**src/rtl/dsc_pkg.sv**
```systemverilog
package dsc_pkg;

    typedef enum logic [2:0] {
        ST_IDLE       = 3'd0,
        ST_RUN        = 3'd1,
        ST_BLOCKED    = 3'd2,
        ST_UNBLOCKING = 3'd3,
        ST_SQUASHING  = 3'd4
    } dsc_state_e;

    localparam int N_STALL_SRC = 3;
    localparam int SRC_RENAME  = 0;
    localparam int SRC_EXEC    = 1;
    localparam int SRC_COMMIT  = 2;

    function automatic int min_i(input int a, input int b);
        return (a < b) ? a : b;
    endfunction

endpackage

```
**src/rtl/dsc_compact.sv**
```systemverilog
module dsc_compact #(
    parameter int IN_W = 4,
    parameter int DW   = 16,
    parameter int CW   = $clog2(IN_W + 1)
) (
    input  logic [CW-1:0]            cnt,
    input  logic [IN_W-1:0][DW-1:0]  data,
    input  logic [IN_W-1:0]          kill,
    output logic [IN_W-1:0][DW-1:0]  live,
    output logic [CW-1:0]            live_n
);
    always_comb begin
        int n;
        n    = 0;
        live = '0;
        for (int i = 0; i < IN_W; i++) begin
            if (i < int'(cnt) && !kill[i]) begin
                live[n] = data[i];
                n       = n + 1;
            end
        end
        live_n = CW'(n);
    end
endmodule

```
**src/rtl/dsc_stall_track.sv**
```systemverilog
module dsc_stall_track
    import dsc_pkg::*;
(
    input  logic                   clk,
    input  logic                   rst,
    input  logic [N_STALL_SRC-1:0] set_i,
    input  logic [N_STALL_SRC-1:0] clr_i,
    output logic [N_STALL_SRC-1:0] flags_nxt
);
    logic [N_STALL_SRC-1:0] flags_q;

    assign flags_nxt = (flags_q | set_i) & ~clr_i;

    always_ff @(posedge clk) begin
        if (rst) flags_q <= '0;
        else     flags_q <= flags_nxt;
    end

    for (genvar k = 0; k < N_STALL_SRC; k++) begin : g_chk
        // a release must follow an earlier assert from the same source
        a_r4_no_orphan_release: assert property (@(posedge clk) disable iff (rst)
            clr_i[k] |-> (flags_q[k] || set_i[k]));
    end
endmodule

```
**src/rtl/dsc_skid_fifo.sv**
```systemverilog
module dsc_skid_fifo #(
    parameter int DEPTH = 10,
    parameter int IN_W  = 4,
    parameter int OUT_W = 2,
    parameter int DW    = 16,
    localparam int ICW  = $clog2(IN_W + 1),
    localparam int OCW  = $clog2(OUT_W + 1),
    localparam int LVW  = $clog2(DEPTH + 1),
    localparam int PW   = (DEPTH > 1) ? $clog2(DEPTH) : 1
) (
    input  logic                     clk,
    input  logic                     rst,
    input  logic                     flush,
    input  logic [OCW-1:0]           pop_n,
    input  logic [ICW-1:0]           push_n,
    input  logic [IN_W-1:0][DW-1:0]  push_data,
    output logic [OUT_W-1:0][DW-1:0] peek,
    output logic [LVW-1:0]           level,
    output logic                     ovf
);
    logic [DW-1:0] mem [DEPTH];
    logic [PW-1:0] rd_q;
    logic [LVW-1:0] cnt_q;
    int free_n, acc_n;

    always_comb begin
        free_n = DEPTH - int'(cnt_q) + int'(pop_n);
        acc_n  = dsc_pkg::min_i(int'(push_n), free_n);
        ovf    = !flush && (int'(push_n) > free_n);
        for (int i = 0; i < OUT_W; i++)
            peek[i] = mem[(int'(rd_q) + i) % DEPTH];
    end

    always_ff @(posedge clk) begin
        if (rst || flush) begin
            rd_q  <= '0;
            cnt_q <= '0;
        end else begin
            for (int i = 0; i < IN_W; i++)
                if (i < acc_n)
                    mem[(int'(rd_q) + int'(cnt_q) + i) % DEPTH] <= push_data[i];
            rd_q  <= PW'((int'(rd_q) + int'(pop_n)) % DEPTH);
            cnt_q <= LVW'(int'(cnt_q) - int'(pop_n) + acc_n);
        end
    end

    assign level = cnt_q;

    a_r9_level_bound: assert property (@(posedge clk) disable iff (rst)
        int'(cnt_q) <= DEPTH);
    a_r5_pop_within_level: assert property (@(posedge clk) disable iff (rst)
        pop_n <= OCW'(cnt_q > LVW'(OUT_W) ? LVW'(OUT_W) : cnt_q));
endmodule

```
**src/rtl/dsc_top.sv**
```systemverilog
module dsc_top
    import dsc_pkg::*;
#(
    parameter int IN_W  = 4,
    parameter int OUT_W = 2,
    parameter int LAT   = 2,
    parameter int DW    = 16,
    localparam int DEPTH = LAT * IN_W + OUT_W,
    localparam int ICW   = $clog2(IN_W + 1),
    localparam int OCW   = $clog2(OUT_W + 1),
    localparam int LVW   = $clog2(DEPTH + 1)
) (
    input  logic                     clk,
    input  logic                     rst,
    input  logic [ICW-1:0]           in_cnt,
    input  logic [IN_W-1:0][DW-1:0]  in_insn,
    input  logic [IN_W-1:0]          in_kill,
    input  logic [2:0]               stall_set,
    input  logic [2:0]               stall_clr,
    input  logic                     cmt_squash,
    input  logic                     rob_squashing,
    output logic [OCW-1:0]           out_cnt,
    output logic [OUT_W-1:0][DW-1:0] out_insn,
    output logic                     fetch_block,
    output logic                     fetch_unblock,
    output logic [2:0]               state,
    output logic [LVW-1:0]           skid_level,
    output logic                     skid_ovf
);
    logic [IN_W-1:0][DW-1:0]  live;
    logic [ICW-1:0]           live_n;
    logic [N_STALL_SRC-1:0]   flags_nxt;
    logic [OUT_W-1:0][DW-1:0] peek;
    logic [LVW-1:0]           level;
    logic                     ovf;

    dsc_state_e st_q, st_n;
    logic [OCW-1:0]           out_cnt_q, out_n;
    logic [OUT_W-1:0][DW-1:0] out_q, out_d;
    logic blk_q, blk_n, unblk_q, unblk_n, err_q, flush;
    logic [OCW-1:0]           pop_n;
    logic [ICW-1:0]           push_n;
    logic [IN_W-1:0][DW-1:0]  push_data;

    dsc_compact #(.IN_W(IN_W), .DW(DW), .CW(ICW)) u_compact (
        .cnt(in_cnt), .data(in_insn), .kill(in_kill),
        .live(live), .live_n(live_n)
    );

    dsc_stall_track u_stall (
        .clk(clk), .rst(rst), .set_i(stall_set), .clr_i(stall_clr),
        .flags_nxt(flags_nxt)
    );

    dsc_skid_fifo #(.DEPTH(DEPTH), .IN_W(IN_W), .OUT_W(OUT_W), .DW(DW)) u_skid (
        .clk(clk), .rst(rst), .flush(flush), .pop_n(pop_n), .push_n(push_n),
        .push_data(push_data), .peek(peek), .level(level), .ovf(ovf)
    );

    always_comb begin
        logic mode_run, mode_unb;
        int   off, send, pop;
        st_n     = st_q;
        out_n    = '0;
        out_d    = '0;
        blk_n    = 1'b0;
        unblk_n  = 1'b0;
        flush    = 1'b0;
        pop_n    = '0;
        push_n   = '0;
        off      = 0;
        send     = 0;
        pop      = 0;
        mode_run = 1'b0;
        mode_unb = 1'b0;

        // priority chain: commit squash, rob squash, stall, blocked exit, squash exit
        if (cmt_squash) begin
            flush   = 1'b1;
            st_n    = ST_SQUASHING;
            unblk_n = (st_q == ST_BLOCKED) || (st_q == ST_UNBLOCKING);
        end else if (rob_squashing) begin
            st_n = ST_SQUASHING;
        end else if (|flags_nxt) begin
            push_n = live_n;
            st_n   = ST_BLOCKED;
            blk_n  = (st_q != ST_BLOCKED);
        end else if (st_q == ST_BLOCKED || st_q == ST_UNBLOCKING) begin
            mode_unb = 1'b1;
        end else begin
            mode_run = 1'b1;
            if (st_q == ST_SQUASHING) st_n = ST_RUN;
        end

        if (mode_run) begin
            send  = min_i(int'(live_n), OUT_W);
            out_n = OCW'(send);
            for (int i = 0; i < OUT_W; i++)
                if (i < IN_W) out_d[i] = live[i];
            off    = send;
            push_n = ICW'(int'(live_n) - send);
            if (int'(live_n) > send) begin
                st_n  = ST_BLOCKED;
                blk_n = 1'b1;
            end
        end

        if (mode_unb) begin
            pop    = min_i(int'(level), OUT_W);
            pop_n  = OCW'(pop);
            out_n  = OCW'(pop);
            for (int i = 0; i < OUT_W; i++)
                if (i < pop) out_d[i] = peek[i];
            push_n = live_n;
            if (int'(level) - pop + int'(live_n) == 0) begin
                unblk_n = 1'b1;
                st_n    = ST_RUN;
            end else begin
                st_n = ST_UNBLOCKING;
            end
        end

        push_data = '0;
        for (int i = 0; i < IN_W; i++)
            if (off + i < IN_W) push_data[i] = live[off + i];
    end

    always_ff @(posedge clk) begin
        if (rst) begin
            st_q      <= ST_IDLE;
            out_cnt_q <= '0;
            out_q     <= '0;
            blk_q     <= 1'b0;
            unblk_q   <= 1'b0;
            err_q     <= 1'b0;
        end else begin
            st_q      <= st_n;
            out_cnt_q <= out_n;
            out_q     <= out_d;
            blk_q     <= blk_n;
            unblk_q   <= unblk_n;
            err_q     <= err_q | ovf;
        end
    end

    assign out_cnt       = out_cnt_q;
    assign out_insn      = out_q;
    assign fetch_block   = blk_q;
    assign fetch_unblock = unblk_q;
    assign state         = st_q;
    assign skid_level    = level;
    assign skid_ovf      = err_q;

    a_r2_out_bound: assert property (@(posedge clk) disable iff (rst)
        int'(out_cnt_q) <= OUT_W);
    a_r3_block_pulse_in_blocked: assert property (@(posedge clk) disable iff (rst)
        blk_q |-> st_q == ST_BLOCKED);
    a_r4_stall_holds_output: assert property (@(posedge clk) disable iff (rst)
        (!cmt_squash && !rob_squashing && |flags_nxt) |=> (out_cnt_q == '0 && st_q == ST_BLOCKED));
    a_r6_release_when_empty: assert property (@(posedge clk) disable iff (rst)
        unblk_q |-> level == '0);
    a_r7_squash_clears: assert property (@(posedge clk) disable iff (rst)
        cmt_squash |=> (st_q == ST_SQUASHING && level == '0 && out_cnt_q == '0 && !blk_q));
    a_r9_ovf_sticky: assert property (@(posedge clk) disable iff (rst)
        err_q |=> err_q);
endmodule

```
**config.mk**
```make
export PLATFORM = sky130hd
export DESIGN_NAME = dsc_top
export DESIGN_NICKNAME = d
export VERILOG_FILES = /design/src/rtl/dsc_pkg.sv /design/src/rtl/dsc_compact.sv /design/src/rtl/dsc_stall_track.sv /design/src/rtl/dsc_skid_fifo.sv /design/src/rtl/dsc_top.sv
export SDC_FILE = /design/constraint.sdc
export NUM_CORES = 1
export LEC_CHECK = 0
export BUFFER_PORTS_ARGS = -buffer_cell sky130_fd_sc_hd__buf_2
export CAP_MARGIN = 20
export CORE_AREA = 10 10 213 215
export DETAILED_ROUTE_END_ITERATION = 10
export DIE_AREA = 0 0 223 225
export HOLD_SLACK_MARGIN = 0.08
export PLACE_DENSITY = 0.75
export SETUP_SLACK_MARGIN = 0.02
export SLEW_MARGIN = 0
export SYNTH_ARGS = -nofsm -noshare
export SYNTH_HDL_FRONTEND = slang
export SYNTH_SLANG_ARGS = --single-unit
```
**constraint.sdc**
```tcl
create_clock -name clk -period 7.65 [get_ports clk]
set_input_delay 0.3825 -clock clk [delete_from_list [all_inputs] [get_ports clk]]
set_output_delay 0.3825 -clock clk [all_outputs]
set_load 0.01 [all_outputs]
```
Word-level counts from Yosys, hierarchy flattened:

Memory sizes are Yosys's and may differ from the RTL's.
Cells that the tools add are included.
W data, S select, Z words.

* input port bits: 81
* RAM bits: 160
* flip-flop bits (word level): 51
* word-level logic and storage cells: 178
* memories: 1
* output and inout bits: 44

Memories
* u_skid.mem: depth 10, bits a word 16, read ports 2, clocked after Yosys merged registers in 0, write ports 4, line dsc_skid_fifo.sv:21 `logic [DW-1:0] mem [DEPTH];`

* eq/ne operators: 4
* bitwise operators: 4
* reductions and logical operators: 17
* multiplexer cells: 87
* order comparisons: 29
* $add $sub $neg: 19
* divide/modulo/power cells: 7

Operators by type and width (count)
* $lt A32 B4 Y1 const B: 10
* $mux W16: 18
* $bwmux W64: 3
* $mod A32 B5 Y32 const B: 6
* $mux W64: 3
* $mux W32: 5
* $add A32 B3 Y32 const B: 4
* $bmux W16 S2: 4
* $add A32 B2 Y32 const B: 3
* $demux W16 S2: 3
* $ge A32 B1 Y1 const B: 2
* $lt A3 B32 Y1 const A: 2
* $mux W3: 16
* $add A32 B3 Y32: 1
* $gt A4 B32 Y1: 1
* $logic_not A32 Y1: 1
* $lt A1 B32 Y1 const A: 1
* $lt A2 B32 Y1 const A: 1
* $lt A4 B32 Y1: 1
* $mod A5 B5 Y32 const B: 1
* $mux W1: 30
* $logic_and A1 B1 Y1: 8
* $lt A1 B4 Y1 const A: 2
* $mux W2: 4
* 29 further kinds: 37

Longest topological paths before layout:

* depth after elaboration: 20
* gate-level depth with buffers: 35
* gate-level depth less buffers: 28

By module:

Synthesis repeated with hierarchy kept, for this count alone.

* cell total of the unflattened synthesis: 2324
* area total of the unflattened synthesis: 22195.0 µm²

Modules (own cells, without submodules)
* dsc_skid_fifo: area an instance 16942.5 µm², sequential area each 4964.8 µm², cells each 1641, instances 1
* dsc_top: area an instance 3387.0 µm², sequential area each 800.8 µm², cells each 462, instances 1
* dsc_compact: area an instance 1762.9 µm², sequential area each 0.0 µm², cells each 209, instances 1
* dsc_stall_track: area an instance 102.6 µm², sequential area each 60.1 µm², cells each 12, instances 1

Worst setup path after synthesis:

OpenSTA, ideal clock, no wires.

* path kind: input -> register
* from: input in_cnt[2]
* to: memory u_skid.mem[5][0] (enable)
* path slack: 0.495 ns
* arrival time: 6.739 ns
* data required time: 7.234 ns
* stages on the path: 33
* buffers on the path: 9
* setup time: 0.416 ns
* path through: or3_1 clkbuf_1 clkbuf_1 nand2b_1 ha_1 nand2b_1 clkbuf_1 nand2b_1 buf_2 clkbuf_1 and2_1 ha_1 ha_1 or3b_2 o31ai_1 nor2b_1 mux2i_1 nor2_1 ha_1 nor2b_1 o21a_1 o21ai_0 ha_1 clkbuf_1 inv_1 o32a_1 buf_2 o21ai_0 a21oi_2 buf_2 clkbuf_1 a22oi_1 nand3b_1

RTL lines
* from (decl): line dsc_top.sv:15 `input logic [ICW-1:0] in_cnt,`
* to (decl): line dsc_skid_fifo.sv:21

==> impl_summary.md <==
Power
Across the VDD grid, the largest voltage drop is 0.224 mV. The power per cell area is 192 nW/um^2. The leakage power total is 9.35 nW. The power after layout is 4.70 mW.

STA
The final-report max-slew violation count was 0. For this run, the top clock speed supported by timing is 139 MHz. The setup-violating endpoint count in the final report is 0. In the final timing run, aggregate negative setup slack is 0 ns.

The max-slew headroom at the worst pin is 14.7%. The hold violation count in the final report is 0. The transition time of the tightest slew-check pin is 1.27 ns. Across the routed clock network, the largest skew measured is 0.0162 ns.

The portion of the clock cycle consumed by the worst path in the final layout is 94.2%. Hold is met by 0.131 ns. Setup repair after global routing left no endpoint under its margin. For the finished layout, the period the worst path requires is 7.21 ns.

Detailed routing
The DRC marker count from the first detailed-route iteration is 3595. The final layout contains routed wiring with a total length of 82.8 mm. After detailed routing, the number of remaining DRC violations is 0. Dividing the detail-routed wire length by the instance count gives 25.9 microns. Detailed routing inserted a total of 22919 vias. The number of iterations in the first detailed-routing pass is 6. The detail-routed via count per cell is 7.17.

The residual antenna-violating net count after detailed routing is 0.

Final layout
The top cell types in the final layout, fill and taps aside, are 228 x sky130_fd_sc_hd__a21oi_1, 196 x sky130_fd_sc_hd__nand3_1, 191 x sky130_fd_sc_hd__nor2_1, 180 x sky130_fd_sc_hd__mux2i_1, 160 x sky130_fd_sc_hd__edfxtp_1. Leaving out fill and tap cells, the most frequent cell in the layout is sky130_fd_sc_hd__a21oi_1. The number of inserted filler cells in the final layout is 3506. The ratio of cells with drive above 1 in the final layout is 18.6%.

The growth of design area from synthesis to finish is 10.4%. With fillers left out, the area of the finished cells amounts to 24500 sq um. The net count of the finished layout is 2803.

Floorplan
In this run the standard cell core region covers 41400 sq um. The initial core utilization is 53.7%. The die is 225 microns tall. The floorplan step defined a die boundary enclosing 50200 sq um. The die is 223 microns wide. Row generation in the floorplan step produced 75 rows. Pin placement for this block handled 125 I/O pins.

Setup path
The kind of critical path is register to register. The end of the worst register-to-register path is u_skid.mem[2][10]$_DFFE_PP_. In this run the worst path has a maximum fanout of 32. The cell depth of the worst flop-to-flop path is 26. The required time of the worst setup path is 7.99 ns. The worst register-to-register path has a setup slack of 0.44 ns. The worst path arrival time is 7.55 ns. The category of the worst setup path capture point is a register. The launch instance of the worst register-to-register path is u_skid.rd_q[2]$_SDFF_PP0_. The worst setup path is launched from a register.

Clock tree
The number of hold buffers added after CTS was 0. Counting along the longest clock path gives a buffer depth of 3. The clock-pin slew on the worst setup and hold paths is 0.06 ns. The number of clock buffers added by TritonCTS is 23.

In this run the clock root is driven by a sky130_fd_sc_hd__clkbuf_16. The number of sinks driven by the clock tree is 211. TritonCTS built the clock tree. The number of H-tree levels is 1. The clock reaches the later pin of the worst-skew pair after 0.55 ns.

GRT
In the global route stage, overall resource usage came out at 31.0%. The global-route congestion overflow total is 0. The via count of the first global-routing pass came to 21195. The first-pass GRT wire length is 126 mm.

The number of antenna violations at the first check in global routing came to 2. Entering global routing, the biggest net connects 68 pins.

Worst hold path
Along the worst hold path, the cell count comes to 3. The path with the worst hold slack has its endpoint at u_stall.flags_q[2]$_SDFF_PP0_. The type of the most critical hold path is primary input to register. In this run the most critical hold path is launched from stall_set[2].

Logic synthesis
The share of flip-flops with an asynchronous set or reset is 0%. The count of unique library cells instantiated by Yosys is 104. The share of the Yosys chip area taken by registers is 26.2%. The total nets after synthesis is 2741. The Yosys step of the flow raised 0 warnings. In this run the mean area of a mapped cell was 8.62 sq um. The library cell with the largest summed area after synthesis is sky130_fd_sc_hd__edfxtp_1. Synthesis produced 2579 cells. The cell area after technology mapping is 22200 sq um.

In the post-synthesis netlist, the biggest area contributors are sky130_fd_sc_hd__edfxtp_1 22%, sky130_fd_sc_hd__mux2i_1 8.2%, sky130_fd_sc_hd__mux4_2 6.5%. Counting flops and latches in the post-synthesis netlist gives 211. In this run, synthesis inferred 160 flip-flops with an integrated enable. In this run the biggest area consumer among cell types represents 21.6% of the synthesized area. The most instantiated flip-flop cell in the synthesis netlist is sky130_fd_sc_hd__edfxtp_1.

Job
Across the run, the number of max-cap violations was 0.

Placement
The final weighted congestion in routability-driven placement is 0.966. The cell area after placement is 23600 sq um. The number of buffers added on ports is 124. The half-perimeter wire length of the detailed placement result is 59.8 mm.

Outcome
The run finished with clean final reports.
[registers in the layout (all words and copies together), names as in the netlist]
signal / count
out_insn: 32
u_skid.rd_q: 4
state: 3
u_skid.level: 4
fetch_unblock: 1
u_stall.flags_q: 3
out_cnt: 2
u_skid.mem: 160
fetch_block: 1
skid_ovf: 1
[layout make-up]
cell class	count	area (sq um)	share of cell area, %
Inverter	66	248	1.01
Multi-Input combinational cell	2063	15200	62.2
Tap cell	539	674	2.75
Antenna cell	1	2.50	0.0102
Clock inverter	16	169	0.689
Timing Repair Buffer	276	1780	7.26
Clock buffer	24	579	2.36
Sequential cell	211	5830	23.8
[report_power, final]
| part | leakage [nW] | total, mW | switching (mW) | internal, mW |
|---|---|---|---|---|
| clock network | 0.360 | 1.17 | 0.513 | 0.653 |
| logic | 7.12 | 2.19 | 1.42 | 0.769 |
| registers | 1.87 | 1.35 | 0.0295 | 1.32 |
[logic make-up (layout without fill, tap and decap cells)]
family,after synthesis,count (layout),share of synthesized area [%]
AO/OA/AOI/OAI,852,852,26.2
AND/OR/NAND/NOR,818,818,19.3
buffers and inverters,305,382,5.86
multiplexers,280,280,16.4
flip-flops,211,211,26.2
adder cells (fa/ha/maj),81,81,4.76
XOR/XNOR,31,31,1.29
other,1,2,0.0169
[through the flow]
step | util (%) | cells | setup WS, ns
after detailed placement | 57.1 | 3141 | 0.394
final | 59.3 | 3196 | 0.441
after floorplan | - | 2579 | 0.495
after global routing | 59.3 | 3195 | 0.0374
after CTS | 58.9 | 3181 | 0.364
after global placement | 56.8 | 3127 | 0.496
[worst max-delay path: stages (launching register included)]
cell and delay (ns):
sky130_fd_sc_hd__dfxtp_1 0.69, sky130_fd_sc_hd__ha_1 0.70, sky130_fd_sc_hd__o21ai_1 0.20, sky130_fd_sc_hd__nor2_1 0.25, sky130_fd_sc_hd__nor2_4 0.07, sky130_fd_sc_hd__ha_1 0.34, sky130_fd_sc_hd__nor2b_1 0.19, sky130_fd_sc_hd__buf_4 0.17
sky130_fd_sc_hd__a211oi_1 0.49, sky130_fd_sc_hd__nor2_1 0.16, sky130_fd_sc_hd__ha_1 0.21, sky130_fd_sc_hd__inv_1 0.06, sky130_fd_sc_hd__ha_1 0.23, sky130_fd_sc_hd__nand2b_1 0.16, sky130_fd_sc_hd__nor2_1 0.15, sky130_fd_sc_hd__or4_4 0.17
sky130_fd_sc_hd__o21ai_2 0.07, sky130_fd_sc_hd__o21ai_2 0.26, sky130_fd_sc_hd__xnor2_1 0.20, sky130_fd_sc_hd__inv_1 0.08, sky130_fd_sc_hd__ha_1 0.28, sky130_fd_sc_hd__or3_1 0.39, sky130_fd_sc_hd__a311o_1 0.42, sky130_fd_sc_hd__a311oi_4 0.29
sky130_fd_sc_hd__buf_4 0.41, sky130_fd_sc_hd__a21oi_1 0.07, sky130_fd_sc_hd__a22oi_1 0.29
[repair_timing]
| action | 4_1_cts | 5_1_grt |
|---|---|---|
| setup endpoints to repair | 0 | 258 |
| buffers inserted | 0 | 5 |
| gates resized for setup | 0 | 6 |
[synth_stat cells, drive strengths merged, types with 8 or more instances]
cell type and n:
a21oi 233, nand3 197, nor2 193, mux2i 182, clkbuf 164, edfxtp 160, o21ai 154, nand2 135
a22oi 88, a211oi 83, a31oi 79, buf 75, ha 75, inv 64, mux4 64, nor2b 64
dfxtp 51, o211ai 36, mux2 34, a221o 33, nor3 30, and2 29, xnor2 27, nor3b 24
and3 23, nand3b 22, nand2b 21, nand4b 19, nor4b 19, a21boi 17, a2bb2oi 17, a311o 17
a21o 16, o21a 11, a211o 9, or2 8
[routing by layer]
metal  wire length [microns]  GRT usage [%]  up-vias
met5                      13              0        -
met4                    3030           10.3        2
met3                   11700           7.73      281
met2                   36400           48.3     1769
met1                   31700           41.3    10815
li1                        -              -    10052
[worst max path at each step]
stage	from	end	slack, ns	depth (start not counted)
floorplan	in_cnt[2]	u_skid.mem[5][0]$_DFFE_PP_	0.50	33
global placement	u_skid.level[0]$_SDFF_PP0_	u_skid.mem[2][7]$_DFFE_PP_	0.50	23
detailed placement	u_skid.level[0]$_SDFF_PP0_	u_skid.mem[2][12]$_DFFE_PP_	0.39	27
CTS	u_skid.level[0]$_SDFF_PP0_	u_skid.mem[2][12]$_DFFE_PP_	0.36	27
global route	u_stall.flags_q[2]$_SDFF_PP0_	u_skid.mem[2][4]$_DFFE_PP_	0.04	24
finish	u_skid.rd_q[2]$_SDFF_PP0_	u_skid.mem[2][10]$_DFFE_PP_	0.44	26
No activity file was read; power rests on OpenSTA's default activity.
